$ cat src/rtl/width_bridge_pkg.sv
package width_bridge_pkg;

  typedef enum logic {
    ORDER_LOW_FIRST  = 1'b0,
    ORDER_HIGH_FIRST = 1'b1
  } half_order_e;

  typedef enum logic {
    PH_FIRST  = 1'b0,
    PH_SECOND = 1'b1
  } half_phase_e;

endpackage

$ cat src/rtl/wb_order_latch.sv
module wb_order_latch
  import width_bridge_pkg::*;
(
  input  logic        clk,
  input  logic        rst_n,
  input  logic        sel_i,
  output half_order_e order_o
);

  half_order_e order_q;
  half_order_e order_d;

  always_comb begin
    order_d = order_q;
    if (!rst_n) begin
      order_d = half_order_e'(sel_i);
    end
  end

  always_ff @(posedge clk) begin
    order_q <= order_d;
  end

  assign order_o = order_q;


  order_hold_chk: assert property (@(posedge clk) disable iff (!rst_n)
    $past(rst_n) |-> $stable(order_q));

endmodule

$ cat src/rtl/wb_unpacker.sv
module wb_unpacker
  import width_bridge_pkg::*;
#(
  parameter int NARROW_W = 18
) (
  input  logic                  clk,
  input  logic                  rst_n,
  input  half_order_e           order_i,
  input  logic                  in_valid,
  output logic                  in_ready,
  input  logic [2*NARROW_W-1:0] in_data,
  output logic                  out_valid,
  input  logic                  out_ready,
  output logic [NARROW_W-1:0]   out_data
);

  localparam int WIDE_W = 2 * NARROW_W;

  logic [WIDE_W-1:0] word_q;
  logic              valid_q, valid_d;
  half_phase_e       phase_q, phase_d;
  logic              take_out, last_take, load;
  logic [NARROW_W-1:0] upper_half, lower_half;

  always_comb begin
    take_out  = valid_q && out_ready;
    last_take = take_out && (phase_q == PH_SECOND);
    in_ready  = !valid_q || last_take;
    load      = in_valid && in_ready;

    valid_d = valid_q;
    phase_d = phase_q;
    if (load) begin
      valid_d = 1'b1;
      phase_d = PH_FIRST;
    end else if (last_take) begin
      valid_d = 1'b0;
      phase_d = PH_FIRST;
    end else if (take_out) begin
      phase_d = PH_SECOND;
    end
  end

  always_comb begin
    upper_half = word_q[WIDE_W-1:NARROW_W];
    lower_half = word_q[NARROW_W-1:0];
    if ((phase_q == PH_FIRST) == (order_i == ORDER_HIGH_FIRST)) begin
      out_data = upper_half;
    end else begin
      out_data = lower_half;
    end
  end

  always_ff @(posedge clk or negedge rst_n) begin
    if (!rst_n) begin
      valid_q <= 1'b0;
      phase_q <= PH_FIRST;
    end else begin
      valid_q <= valid_d;
      phase_q <= phase_d;
    end
  end

  always_ff @(posedge clk) begin
    if (load) begin
      word_q <= in_data;
    end
  end

  assign out_valid = valid_q;


  unpack_load_chk: assert property (@(posedge clk) disable iff (!rst_n)
    (in_valid && in_ready) |=> (out_valid && phase_q == PH_FIRST));


  unpack_block_chk: assert property (@(posedge clk) disable iff (!rst_n)
    (out_valid && phase_q == PH_FIRST) |-> !in_ready);


  unpack_hold_chk: assert property (@(posedge clk) disable iff (!rst_n)
    (out_valid && !out_ready) |=> (out_valid && $stable(out_data)));

endmodule

$ cat src/rtl/wb_packer.sv
module wb_packer
  import width_bridge_pkg::*;
#(
  parameter int NARROW_W = 18
) (
  input  logic                  clk,
  input  logic                  rst_n,
  input  half_order_e           order_i,
  input  logic                  in_valid,
  output logic                  in_ready,
  input  logic [NARROW_W-1:0]   in_data,
  output logic                  out_valid,
  input  logic                  out_ready,
  output logic [2*NARROW_W-1:0] out_data
);

  localparam int WIDE_W = 2 * NARROW_W;

  logic [NARROW_W-1:0] half_q;
  logic [WIDE_W-1:0]   word_q, packed_word;
  logic                ovalid_q, ovalid_d;
  half_phase_e         phase_q, phase_d;
  logic                accept, cap_first, complete, take;

  always_comb begin
    take      = ovalid_q && out_ready;
    in_ready  = (phase_q == PH_FIRST) || !ovalid_q || out_ready;
    accept    = in_valid && in_ready;
    cap_first = accept && (phase_q == PH_FIRST);
    complete  = accept && (phase_q == PH_SECOND);

    phase_d = phase_q;
    if (accept) begin
      phase_d = (phase_q == PH_FIRST) ? PH_SECOND : PH_FIRST;
    end

    ovalid_d = ovalid_q;
    if (complete) begin
      ovalid_d = 1'b1;
    end else if (take) begin
      ovalid_d = 1'b0;
    end

    if (order_i == ORDER_HIGH_FIRST) begin
      packed_word = {half_q, in_data};
    end else begin
      packed_word = {in_data, half_q};
    end
  end

  always_ff @(posedge clk or negedge rst_n) begin
    if (!rst_n) begin
      ovalid_q <= 1'b0;
      phase_q  <= PH_FIRST;
    end else begin
      ovalid_q <= ovalid_d;
      phase_q  <= phase_d;
    end
  end

  always_ff @(posedge clk) begin
    if (cap_first) begin
      half_q <= in_data;
    end
  end

  always_ff @(posedge clk) begin
    if (complete) begin
      word_q <= packed_word;
    end
  end

  assign out_valid = ovalid_q;
  assign out_data  = word_q;


  pack_emit_chk: assert property (@(posedge clk) disable iff (!rst_n)
    $rose(out_valid) |-> $past(in_valid && in_ready && phase_q == PH_SECOND));


  pack_phase_chk: assert property (@(posedge clk) disable iff (!rst_n)
    (in_valid && in_ready) |=> (phase_q != $past(phase_q)));


  pack_hold_chk: assert property (@(posedge clk) disable iff (!rst_n)
    (out_valid && !out_ready) |=> (out_valid && $stable(out_data)));

endmodule

$ cat src/rtl/width_bridge.sv
module width_bridge
  import width_bridge_pkg::*;
#(
  parameter int NARROW_W = 18,
  localparam int WIDE_W = 2 * NARROW_W
) (
  input  logic              clk,
  input  logic              rst_n,
  input  logic              big_endian_i,
  input  logic              w_in_valid,
  output logic              w_in_ready,
  input  logic [WIDE_W-1:0] w_in_data,
  output logic              n_out_valid,
  input  logic              n_out_ready,
  output logic [NARROW_W-1:0] n_out_data,
  input  logic              n_in_valid,
  output logic              n_in_ready,
  input  logic [NARROW_W-1:0] n_in_data,
  output logic              w_out_valid,
  input  logic              w_out_ready,
  output logic [WIDE_W-1:0] w_out_data
);

  half_order_e order;

  wb_order_latch order_i (
    .clk     (clk),
    .rst_n   (rst_n),
    .sel_i   (big_endian_i),
    .order_o (order)
  );

  wb_unpacker #(.NARROW_W(NARROW_W)) down_i (
    .clk       (clk),
    .rst_n     (rst_n),
    .order_i   (order),
    .in_valid  (w_in_valid),
    .in_ready  (w_in_ready),
    .in_data   (w_in_data),
    .out_valid (n_out_valid),
    .out_ready (n_out_ready),
    .out_data  (n_out_data)
  );

  wb_packer #(.NARROW_W(NARROW_W)) up_i (
    .clk       (clk),
    .rst_n     (rst_n),
    .order_i   (order),
    .in_valid  (n_in_valid),
    .in_ready  (n_in_ready),
    .in_data   (n_in_data),
    .out_valid (w_out_valid),
    .out_ready (w_out_ready),
    .out_data  (w_out_data)
  );

endmodule

$ cat config.mk
export PLATFORM = sky130hd
export DESIGN_NAME = width_bridge
export DESIGN_NICKNAME = d
export VERILOG_FILES = /design/src/rtl/width_bridge_pkg.sv /design/src/rtl/wb_order_latch.sv /design/src/rtl/wb_unpacker.sv /design/src/rtl/wb_packer.sv /design/src/rtl/width_bridge.sv
export SDC_FILE = /design/constraint.sdc
export NUM_CORES = 1
export LEC_CHECK = 0
export BUFFER_PORTS_ARGS = -buffer_cell sky130_fd_sc_hd__buf_2
export CAP_MARGIN = 20
export CORE_ASPECT_RATIO = 0.75
export CORE_UTILIZATION = 45
export DETAILED_ROUTE_END_ITERATION = 8
export PLACE_DENSITY = 0.74
export SETUP_SLACK_MARGIN = 0.5
export SLEW_MARGIN = 20
export SYNTH_ARGS = -nofsm -noshare
export SYNTH_HDL_FRONTEND = slang
export SYNTH_SLANG_ARGS = --single-unit
$ cat constraint.sdc
create_clock -name clk -period 6 [get_ports clk]
set_input_delay 0.9 -clock clk [delete_from_list [all_inputs] [get_ports clk]]
set_output_delay 0.9 -clock clk [all_outputs]
set_load 0.05 [all_outputs]
# Yosys cells after proc, flatten, opt, wreduce, memory -nomap -nowiden
# Index checks and enable logic that the tools add are counted.
# totals
ff_bits	95
output_inout_bits	58
input_bits	61
elab_cells	36
# classes
bitwise_logic	2
reduce_logical	15
n_eq_ne	1
mux	10
# ops
operator	count
$mux W36	1
$mux W18	1
$mux W1	8
$logic_and A1 B1 Y1	7
$reduce_bool A2 Y1	2
$logic_or A1 B1 Y1	3
$reduce_bool A3 Y1	1
$logic_not A1 Y1	2
$not A1 Y1	2
$eq A1 B1 Y1	1

# Longest topological paths before layout
# Gate-level depths: netlist of run 1.
# logic_depth
depth_word	6
mapped_depth	4
mapped_depth_nobuf	2

# Cells and area by module
# From an unflattened synthesis of run 1, not the netlist that was laid out.
# hier_totals
hier_cells	171
area_unflattened_um2	3804.9
# by_module_without_submodules
module	area_each_um2	cells_per_inst	seq_area_each_um2	instances
wb_packer	2304.7	104	1671.6	1
wb_unpacker	1466.4	65	1131.1	1
wb_order_latch	33.8	2	30.0	1

# Worst setup path before layout of run 1
# OpenSTA, ideal clock, no wires.
# synth_timing
path_kind	input to register
startpoint	input n_out_ready
endpoint	register down_i.word_q[0], enable pin
required_time_ps	5567
arrival_ps	2646
n_path_buf	0
setup_time_ps	433
path_slack_ps	2921
path_stages	2
cell_sequence	a21boi_0 nor2b_1
# synth_via
elab_chain_len	4
# synth_rtl
element	line_no	source
start, declared	width_bridge.sv:14	input logic n_out_ready,
$logic_and A1 B1 Y1	wb_unpacker.sv:26	take_out = valid_q && out_ready;
$logic_and A1 B1 Y1	wb_unpacker.sv:27	last_take = take_out && (phase_q == PH_SECOND);
$logic_or A1 B1 Y1	wb_unpacker.sv:28	in_ready = !valid_q || last_take;
$logic_and A1 B1 Y1	wb_unpacker.sv:29	load = in_valid && in_ready;
named net down_i.load	wb_unpacker.sv:22	logic take_out, last_take, load;
end signal, assigned	wb_unpacker.sv:66	word_q <= in_data;
end, declared	wb_unpacker.sv:19	logic [WIDE_W-1:0] word_q;
# The timed path passes the listed nets, and every way through them passes these cells.
# A chain may end at the register's enable or synchronous reset.

# Final worst setup path of run 1
# layout_timing
startpoint	register order_i.order_q (netlist: order_i.order_o)
endpoint	output n_out_data[1]
# layout_via
elab_chain_len	2
# layout_rtl
element	line_no	source
start, declared	wb_order_latch.sv:10	half_order_e order_q;
start signal, assigned	wb_order_latch.sv:21	order_q <= order_d;
$eq A1 B1 Y1	wb_unpacker.sv:47	if ((phase_q == PH_FIRST) == (order_i == ORDER_HIGH_FIRST)) begin
$mux W18	wb_unpacker.sv:47	
end, declared	width_bridge.sv:15	output logic [NARROW_W-1:0] n_out_data,
# Every way passes these cells.

==> metrics, run 1 <==
DRC 0; WP data arrival 2130 ps; crit path kind flop to primary output; overall power 1.62 mW; Yosys top cell by area edfxtp_1; Area contributors post-synth edfxtp_1 (75%), mux2_2 (14%), mux2_4 (4.1%), dfrtp_1 (2.7%), xor2_4 (0.75%); via-per-instance ratio 4.73; VDD IR max 0.161 mV; first-pass GRT wire length 9.67 mm; max incr delay on CP 670 ps; clock network fraction of design power 25.0%; slowest cell on the critical path xor2_4; switch share 31.4%; CP delay by family, top XOR/XNOR gates; # setup viols final 0; Yosys cell types 17; Max Clock Skew 8.20 ps; Synth top area share 74.9%; nets 357; CTS tree yes; CTS Buf Count 9; dpl cells 390; clock sinks 95; Post-Synth XOR/XNOR Area 0.754%; IO buf count 118; Core Area 0.00788 mm2; Post-Synth Adder-Cell Area 0%; Comb power frac 24.3%; # hold bufs at CTS 0; GP Congestion 0.757; cell row count 28; Synth Area in Compound Gates 0.480%; layout cells sized above 1 64.8%; crit path launch type flop; clock transition at the registers of the reported paths 90 ps; # resized after CTS 0; Bufs on Longest Clock Path 2; Layout area overhead 24.6%; Critical Path Sink Type primary output; H-tree levels 3; total I/O pin count 119; post-synthesis cell count 171; crit-path cells xor2_4 > mux2_2 > buf_2; DRT antenna net count 0; Worst-Margin Slew 1060 ps; vias in the first global route 2005; Pwr per Cell Area 356 mW/mm2; final worst-path cycle share 50.5%; Die Y 80.0 um; Primary FF master, synth edfxtp_1; Initial Utilization 46.3%; Hold WC Path Type input pin to async pin; Final min period 3030 ps; antenna violations before repair 0; average size of a mapped cell 21.3 um2; Final Hold Vio Count 0; GR Util All Layers 15.4%; Pint 1.11 mW; YS warnings 0; detailed placement HPWL 4.30 mm; CP max FO 18; Seq cells post-synth 95; Fmax achieved 0.330 GHz; largest family of logic cells by synthesized area multiplexers; # diodes 0; Stages on worst setup path 3; most frequent cell after synthesis edfxtp_1; worst-skew pair later-pin latency 340 ps; wirelength, routed 6.27 mm; wire length per cell 15.4 um; outcome completed; via count 1922; Worst Path Required 5100 ps; Post-CTS Setup Repair Bufs 0; setup TNS 0 ps; commonest cells in the netlist edfxtp_1 (91), mux2_2 (45), mux2_4 (10); register area share after synthesis 77.6%; drt first pass iters 4; Worst R2R Path Depth 2; Sequential Power Share 50.7%; Detailed Route Iter0 Violations 68; Simple-Gate Fraction of Synth Area 1.37%; mapped cell area 0.00365 mm2; syn_nets 232; Worst Path Buf+Inv 1; post-synthesis mux area share 18.3%; static leakage 1.78 nW; Max Slew Vio Count 0; chip width 106 um; die area 0.00848 mm2; Root Driver clkbuf_8; RSZ-0062 raised after global routing false; design area 0.00455 mm2; P_sw 508 uW; Max Cap Viol 0; Post-synth EDFFs 91; largest net degree at the start of global routing 37; relative slew slack 28.8%; asr flop ratio synth 4.21%; total congestion overflow 0; fin cells 406; Placed Area 0.00435 mm2
kinds of logic (layout without fill, tap and decap cells):
logic type,count (synthesis),count (layout)
AOI/OAI and AO/OA,2,2
xor gates and xnor gates,1,1
buffers and inverters,7,137
DFF,95,95
muxes,56,56
and+or+nand+nor,10,10
cell type report:
cell class	instances	area (um2)
Multi-Input combinational cell	69	779
Inverter	2	7.51
Fill cell	668	3340
Clock inverter	7	72.6
Tap cell	105	131
Timing Repair Buffer	119	598
Sequential cell	95	2830
Clock buffer	9	124
per-stage QoR:
step	setup WS (ps)	utilization, %	hold slack [ps]
after global placement	3390	55.2	553
after detailed placement	3330	55.2	561
after global routing	2850	57.7	320
after floorplan	2920	-	532
after CTS	2930	57.7	333
final	2970	57.7	353
placed cells by master, fill, tap and decap left out, drive strengths merged, types with 2 or more instances in the layout:
cell    instances
clkinv          4
nor2            2
inv             3
dfrtp           4
mux2           55
edfxtp         91
buf           119
nor2b           3
nand2           3
clkbuf          9
final timing paths:
check | from | slack [ps] | to
worst max-delay path | order_i.order_o | 2970 | n_out_data[1]
worst min-delay path | rst_n | 350 | down_i.out_valid
max in group asynchronous | rst_n | 5510 | up_i.out_valid
worst min register to register | up_i.half_q[9] | 580 | up_i.out_data[9]
min in group clk | up_i.half_q[9] | 580 | up_i.out_data[9]
worst max register to register | down_i.phase_q | 4090 | down_i.word_q[26]
flip-flops by register name, indices dropped and copies added, names as in the netlist:
name,cells
down_i.word_q,36
order_i.order_o,1
up_i.phase_q,1
up_i.half_q,18
down_i.phase_q,1
up_i.out_data,36
up_i.out_valid,1
down_i.out_valid,1
metal layers:
metal | part of all wire, % | global-route usage, %
met5 | 0 | 0
met4 | 0.40 | 4.58
met3 | 4.0 | 4.57
met2 | 52 | 26.5
met1 | 43 | 18.8
power groups by stage:
stage	clock [mW]	combinational (mW)	sequential (mW)
floorplan	0	0.227	0.921
global placement	0	0.391	0.833
detailed placement	0	0.397	0.837
CTS	0.420	0.398	0.822
global route	0.443	0.413	0.827
finish	0.404	0.394	0.821
worst reg2reg max path: cells and delay by family, from the launching register on:
family | cells | cell delay, ps
simple gates | 1 | 800
flops | 1 | 480
compound gates | 1 | 250
No activity file was read; power rests on OpenSTA's default activity.
==> run 2, diff against run 1 <==
ABC_AREA = 1   (was not set)
clock period = 2.8 ns   (was 6 ns; I/O delays follow)
==> metrics, run 2 <==
Yosys cell types 17 (unchanged); outcome completed; Comb power frac 33.0% (+8.7 points); Max Clock Skew 11.4 ps (+3.18 ps); Initial Utilization 46.6% (+0.30 points); cell row count 28 (unchanged); via count 2382 (+24%); detailed placement HPWL 4.78 mm (+11%); Fillers 674 (+0.90%); commonest non-fill, non-tap cell in the layout buf_2; crit path launch type flop; fin util 57.8% (+0.14 points); Pint 2.47 mW (+120%); vias in the first global route 2303 (+15%); Max Slew Vio Count 0 (unchanged); Post-CTS Setup Repair Bufs 0 (unchanged); GP Congestion 0.702 (-7.3%); nets 465 (+30%); Primary FF master, synth edfxtp_1; CTS Buf Count 9 (unchanged); Sequential Power Share 45.7% (-5.0 points); # resized after CTS 0 (unchanged); layout cells sized above 1 37.7% (-27 points); chip width 106 um (+0.32%); CP max FO 18 (unchanged); Layout area overhead 24.1%; via-per-instance ratio 4.63 (-2.1%); Worst Path Required 2380 ps (-2720 ps); RSZ-0062 raised after global routing false; wire length per cell 13.2 um (-14%); Yosys top cell by area edfxtp_1; WP data arrival 1620 ps (-510 ps); # setup viols final 0 (unchanged); wirelength, routed 6.80 mm (+8.6%); average size of a mapped cell 13.1 um2 (-39%); DRT met1 WL 2.68 mm (-0.63%); Fmax achieved 0.490 GHz; Bufs on Longest Clock Path 2 (unchanged); first-pass GRT wire length 10.6 mm (+9.1%); mapped cell area 0.00367 mm2 (+0.65%); commonest cells in the netlist edfxtp_1 (91), nand2_1 (88), o21ai_0 (36); Synth top area share 74.4% (-0.48 points); CTS tree yes; Final Hold Vio Count 0 (unchanged); total I/O pin count 119 (unchanged); antenna violations before repair 0 (unchanged); YS warnings 0 (unchanged); Hold WC Path Type input pin to flop; Area contributors post-synth edfxtp_1 (74%), nand2_1 (9.0%), o21ai_0 (4.9%), inv_1 (2.8%), dfrtp_1 (2.7%); die area 0.00853 mm2 (+0.64%); syn_nets 342 (+47%); IO buf count 118 (unchanged); Max Cap Viol 0 (unchanged); total congestion overflow 0 (unchanged); P_sw 1.59 mW (+210%); top sig layer met4; Post-synth EDFFs 91 (unchanged); worst-skew pair later-pin latency 340 ps (about the same); DRT antenna net count 0 (unchanged); clock network fraction of design power 21.4% (-3.6 points); Pwr per Cell Area 891 mW/mm2 (+150%); VDD IR max 0.499 mV (+210%); # diodes 0 (unchanged); static leakage 1.98 nW (+11%); largest net degree at the start of global routing 38 (+2.7%); most frequent cells in the layout buf_2 (118), edfxtp_1 (91), nand2_1 (88), o21ai_0 (36), inv_1 (26); DR WL met3 291 um (+15%); Final min period 2040 ps; register area share after synthesis 77.1% (-0.50 points); Core Area 0.00788 mm2 (unchanged); final setup margin 758 ps (-2210 ps); post-synthesis cell count 281 (+64%); switch share 39.1% (+7.7 points); relative slew slack 49.0% (+20 points); Critical Path Sink Type primary output; DRC 0 (unchanged); Detailed Route Iter0 Violations 118 (+74%); drt first pass iters 5 (+1); Seq cells post-synth 95 (unchanged); clock sinks 95 (unchanged); H-tree levels 3 (unchanged); clock transition at the registers of the reported paths 90 ps (about the same); GR Util All Layers 16.4% (+1.0 points); final worst-path cycle share 72.9%; Post-Place Setup Slack 826 ps (-2500 ps); # hold bufs at CTS 1 (+1); Die Y 80.2 um (+0.32%); overall power 4.06 mW (+150%); setup TNS 0 ps (unchanged); asr flop ratio synth 4.21% (unchanged); crit path kind flop to primary output; most frequent cell after synthesis edfxtp_1; DR WL met2 3.74 mm (+14%); Worst-Margin Slew 764 ps (-299 ps); Root Driver clkbuf_8
## run 2: changes by cell type in the layout (fill, tap and decap cells not counted), moves of 2 or more
| cell | before | now |
|---|---|---|
| buf_4 | 1 | 3 |
| inv_1 | 2 | 26 |
| inv_2 | 0 | 2 |
| mux2_2 | 45 | 0 |
| mux2_4 | 10 | 0 |
| nand2_1 | 3 | 88 |
| nand2_2 | 0 | 13 |
| nand2_4 | 0 | 2 |
| nand3_1 | 0 | 2 |
| o21ai_0 | 0 | 36 |
## run 2: final cells by class
| class | instances | area, um2 | share of cell area, % |
|---|---|---|---|
| Timing Repair Buffer | 122 | 623 | 13.7 |
| Clock buffer | 9 | 124 | 2.72 |
| Clock inverter | 7 | 71.3 | 1.57 |
| Multi-Input combinational cell | 147 | 662 | 14.5 |
| Inverter | 29 | 113 | 2.47 |
| Sequential cell | 95 | 2830 | 62.2 |
| Tap cell | 105 | 131 | 2.88 |
## run 2: kinds of logic after synthesis
| family | synth area share [%] |
|---|---|
| flip-flops | 77.1 |
| AND/OR/NAND/NOR | 12.4 |
| buffers and inverters | 5.04 |
| AO/OA/AOI/OAI | 5.42 |
## run 2: final timing paths
kind                                  from                 to  slack, ps  cells past startpoint
min in group asynchronous            rst_n     up_i.out_valid        420                      2
max reg2reg                 up_i.out_valid  up_i.out_data[11]        990                      5
min                          w_in_data[21]  down_i.word_q[21]        240                      1
max                        order_i.order_o      n_out_data[5]        760                      6
max in group asynchronous            rst_n       up_i.phase_q       2250                      2
min reg2reg                up_i.half_q[16]  up_i.out_data[16]        560                      2
## run 2: power groups by stage
stage	sequential [mW]	combinational (mW)	clock [mW]
floorplan	2.12	0.824	0
detailed placement	1.89	1.35	0
global placement	1.88	1.33	0
finish	1.85	1.34	0.867
CTS	1.86	1.35	0.896
global route	1.87	1.44	0.946
## run 2: worst max-delay path: stages, from the launching register on
cell and delay, ps:
edfxtp_1 460, inv_2 120, nand2_2 60, nand2_4 220, nand2_1 80, nand2_1 80, buf_2 260
## run 2: layer usage
layer | vias up | GRT usage [%]
met5 | - | 0
met4 | 0 | 6.39
met3 | 10 | 4.22
met2 | 66 | 29.7
met1 | 1115 | 18.6
li1 | 1191 | -
## run 2: through the flow
stage	instance area, um2	hold slack [ps]	std cells
2_1_floorplan	3680	124	281
3_3_place_gp	4350	235	497
3_5_place_dp	4350	235	497
4_1_cts	4560	218	514
5_1_grt	4560	208	514
6_report	4560	243	514
==> run 3, diff against run 2 <==
clock period = 2 ns   (was 2.8 ns; I/O delays follow)
==> metrics, run 3 (synthesis results as in run 2) <==
Max Clock Skew 7.08 ps (-4.30 ps); RSZ-0062 raised after global routing true; via-per-instance ratio 4.66 (+0.60%); wirelength, routed 7.56 mm (+11%); crit path kind flop to primary output; crit-path cells inv_2 > nand2_4 > nand2_4 > nand2_1 > nand2_1 > buf_6; via count 2457 (+3.1%); crit path launch type flop; total I/O pin count 119 (unchanged); WP data arrival 1520 ps (-100 ps); Layout area overhead 35.5%; GP Congestion 0.716 (+2.1%); clock transition at the registers of the reported paths 90 ps (about the same); dpl cells 499 (+0.40%); design area 0.00497 mm2 (+9.2%); layout cells sized above 1 45.7% (+8.1 points); Placed Area 0.00443 mm2 (+1.8%); commonest non-fill, non-tap cell in the layout buf_2; CP delay by family, top flip-flops; Max Slew Vio Count 0 (unchanged); total congestion overflow 0 (unchanged); GR Util All Layers 17.6% (+1.3 points); VDD IR max 0.838 mV (+68%); nets 478 (+2.8%); CP max FO 5 (-13); Critical Path Sink Type primary output; # diodes 0 (unchanged); Worst-Margin Slew 323 ps (-442 ps); most frequent cells in the layout buf_2 (98), edfxtp_1 (91), nand2_1 (71), o21ai_0 (36), nand2_2 (26); Worst Path Buf+Inv 2 (unchanged); setup TNS 0 ps (unchanged); Stages on worst setup path 6 (unchanged); Pwr per Cell Area 1300 mW/mm2 (+46%); # setup viols final 0 (unchanged); cell row count 28 (unchanged); CTS tree yes; wire length per cell 14.3 um (+8.3%); worst-skew pair later-pin latency 350 ps (about the same); first-pass GRT wire length 11.0 mm (+3.9%); die area 0.00853 mm2 (unchanged); H-tree levels 3 (unchanged); Worst R2R Path Depth 3 (-2); Fmax achieved 0.548 GHz; clock sinks 95 (unchanged); static leakage 2.13 nW (+7.4%); Core Area 0.00788 mm2 (unchanged); relative slew slack 78.5% (+29 points); Hold WC Path Type input pin to flop; largest net degree at the start of global routing 38 (unchanged); antenna violations before repair 0 (unchanged); Bufs on Longest Clock Path 2 (unchanged); Max Cap Viol 0 (unchanged); slowest cell on the critical path edfxtp_1; max incr delay on CP 450 ps (about the same); Final Hold Vio Count 0 (unchanged); CTS Buf Count 9 (unchanged); Die Y 80.2 um (unchanged); IO buf count 118 (unchanged); Worst Path Required 1700 ps (-680 ps); detailed placement HPWL 4.84 mm (+1.2%); fin cells 527 (+2.5%); Root Driver clkbuf_8; Initial Utilization 46.6% (unchanged); vias in the first global route 2204 (-4.3%); Detailed Route Iter0 Violations 63 (-47%); DRT antenna net count 0 (unchanged); DRC 0 (unchanged); drt first pass iters 4 (-1); chip width 106 um (unchanged); outcome completed; Hold Path Depth 1 (unchanged); final worst-path cycle share 91.2%; Final min period 1820 ps
run 3: changes by cell type in the layout (fill, tap and decap cells not counted), moves of 2 or more:
cell     before  now
buf_4         3   10
dfrtp_1       4    1
inv_1        26   23
buf_2       118   98
buf_12        0    2
buf_8         0    5
nand2_4       2    8
inv_2         2    4
buf_6         0   14
nand2_2      13   26
nand2_8       0    3
nand2_1      88   71
dfrtp_2       0    3
run 3: final timing paths:
path / start / end / slack, ps
setup / recovery: order_i.order_o / n_out_data[4] / 180
hold / removal: w_in_data[32] / down_i.word_q[32] / 120
setup reg to reg: order_i.order_o / up_i.out_data[20] / 600
hold reg to reg: up_i.half_q[11] / up_i.out_data[11] / 570
max in group asynchronous: rst_n / down_i.phase_q / 1600
min in group asynchronous: rst_n / up_i.phase_q / 270
run 3: area by class of cell:
class                   instances  area [um2]
inverters                      29         115
repair buffers                130         848
well taps                     105         131
fillers                       622        2910
clock inverters                 6        85.1
multi-input cells             152         831
clock buffers                  10         128
flip-flops and latches         95        2840
run 3: stage by stage:
step                total power, mW  hold slack, ps  worst slack (ps)  util (%)
finish                         6.46             120               175      63.1
floorplan                      4.18            4.41               138         -
detailed placement             4.61             114               441      56.2
CTS                            6.40             102               178      62.3
global placement               4.56             118               487      56.2
global route                   6.72            99.3              99.6      63.1
run 3: what timing repair did:
item / in CTS / in global routing
resized for setup: 50 / 18
endpoints found under the setup margin: 20 / 57
pin swaps: 5 / 5
gates cloned: 5 / 0
hold buffers: 1 / 0
setup buffers: 6 / 0
hold endpoints to repair: 4 / 0
run 3: power breakdown:
part | internal (mW) | total (mW) | switching [mW]
clock | 0.700 | 1.32 | 0.619
sequential | 2.51 | 2.61 | 0.0987
combinational | 0.776 | 2.54 | 1.76
total | 3.99 | 6.46 | 2.48
run 3: per-layer routing:
| metal | vias to the layer above | share of wire (%) | GRT usage, % |
|---|---|---|---|
| met2 | 56 | 52 | 29.9 |
| met5 | - | 0 | 0 |
| li1 | 1225 | - | - |
| met1 | 1167 | 42 | 21.7 |
| met4 | 0 | 1.4 | 7.64 |
| met3 | 9 | 4.3 | 4.38 |
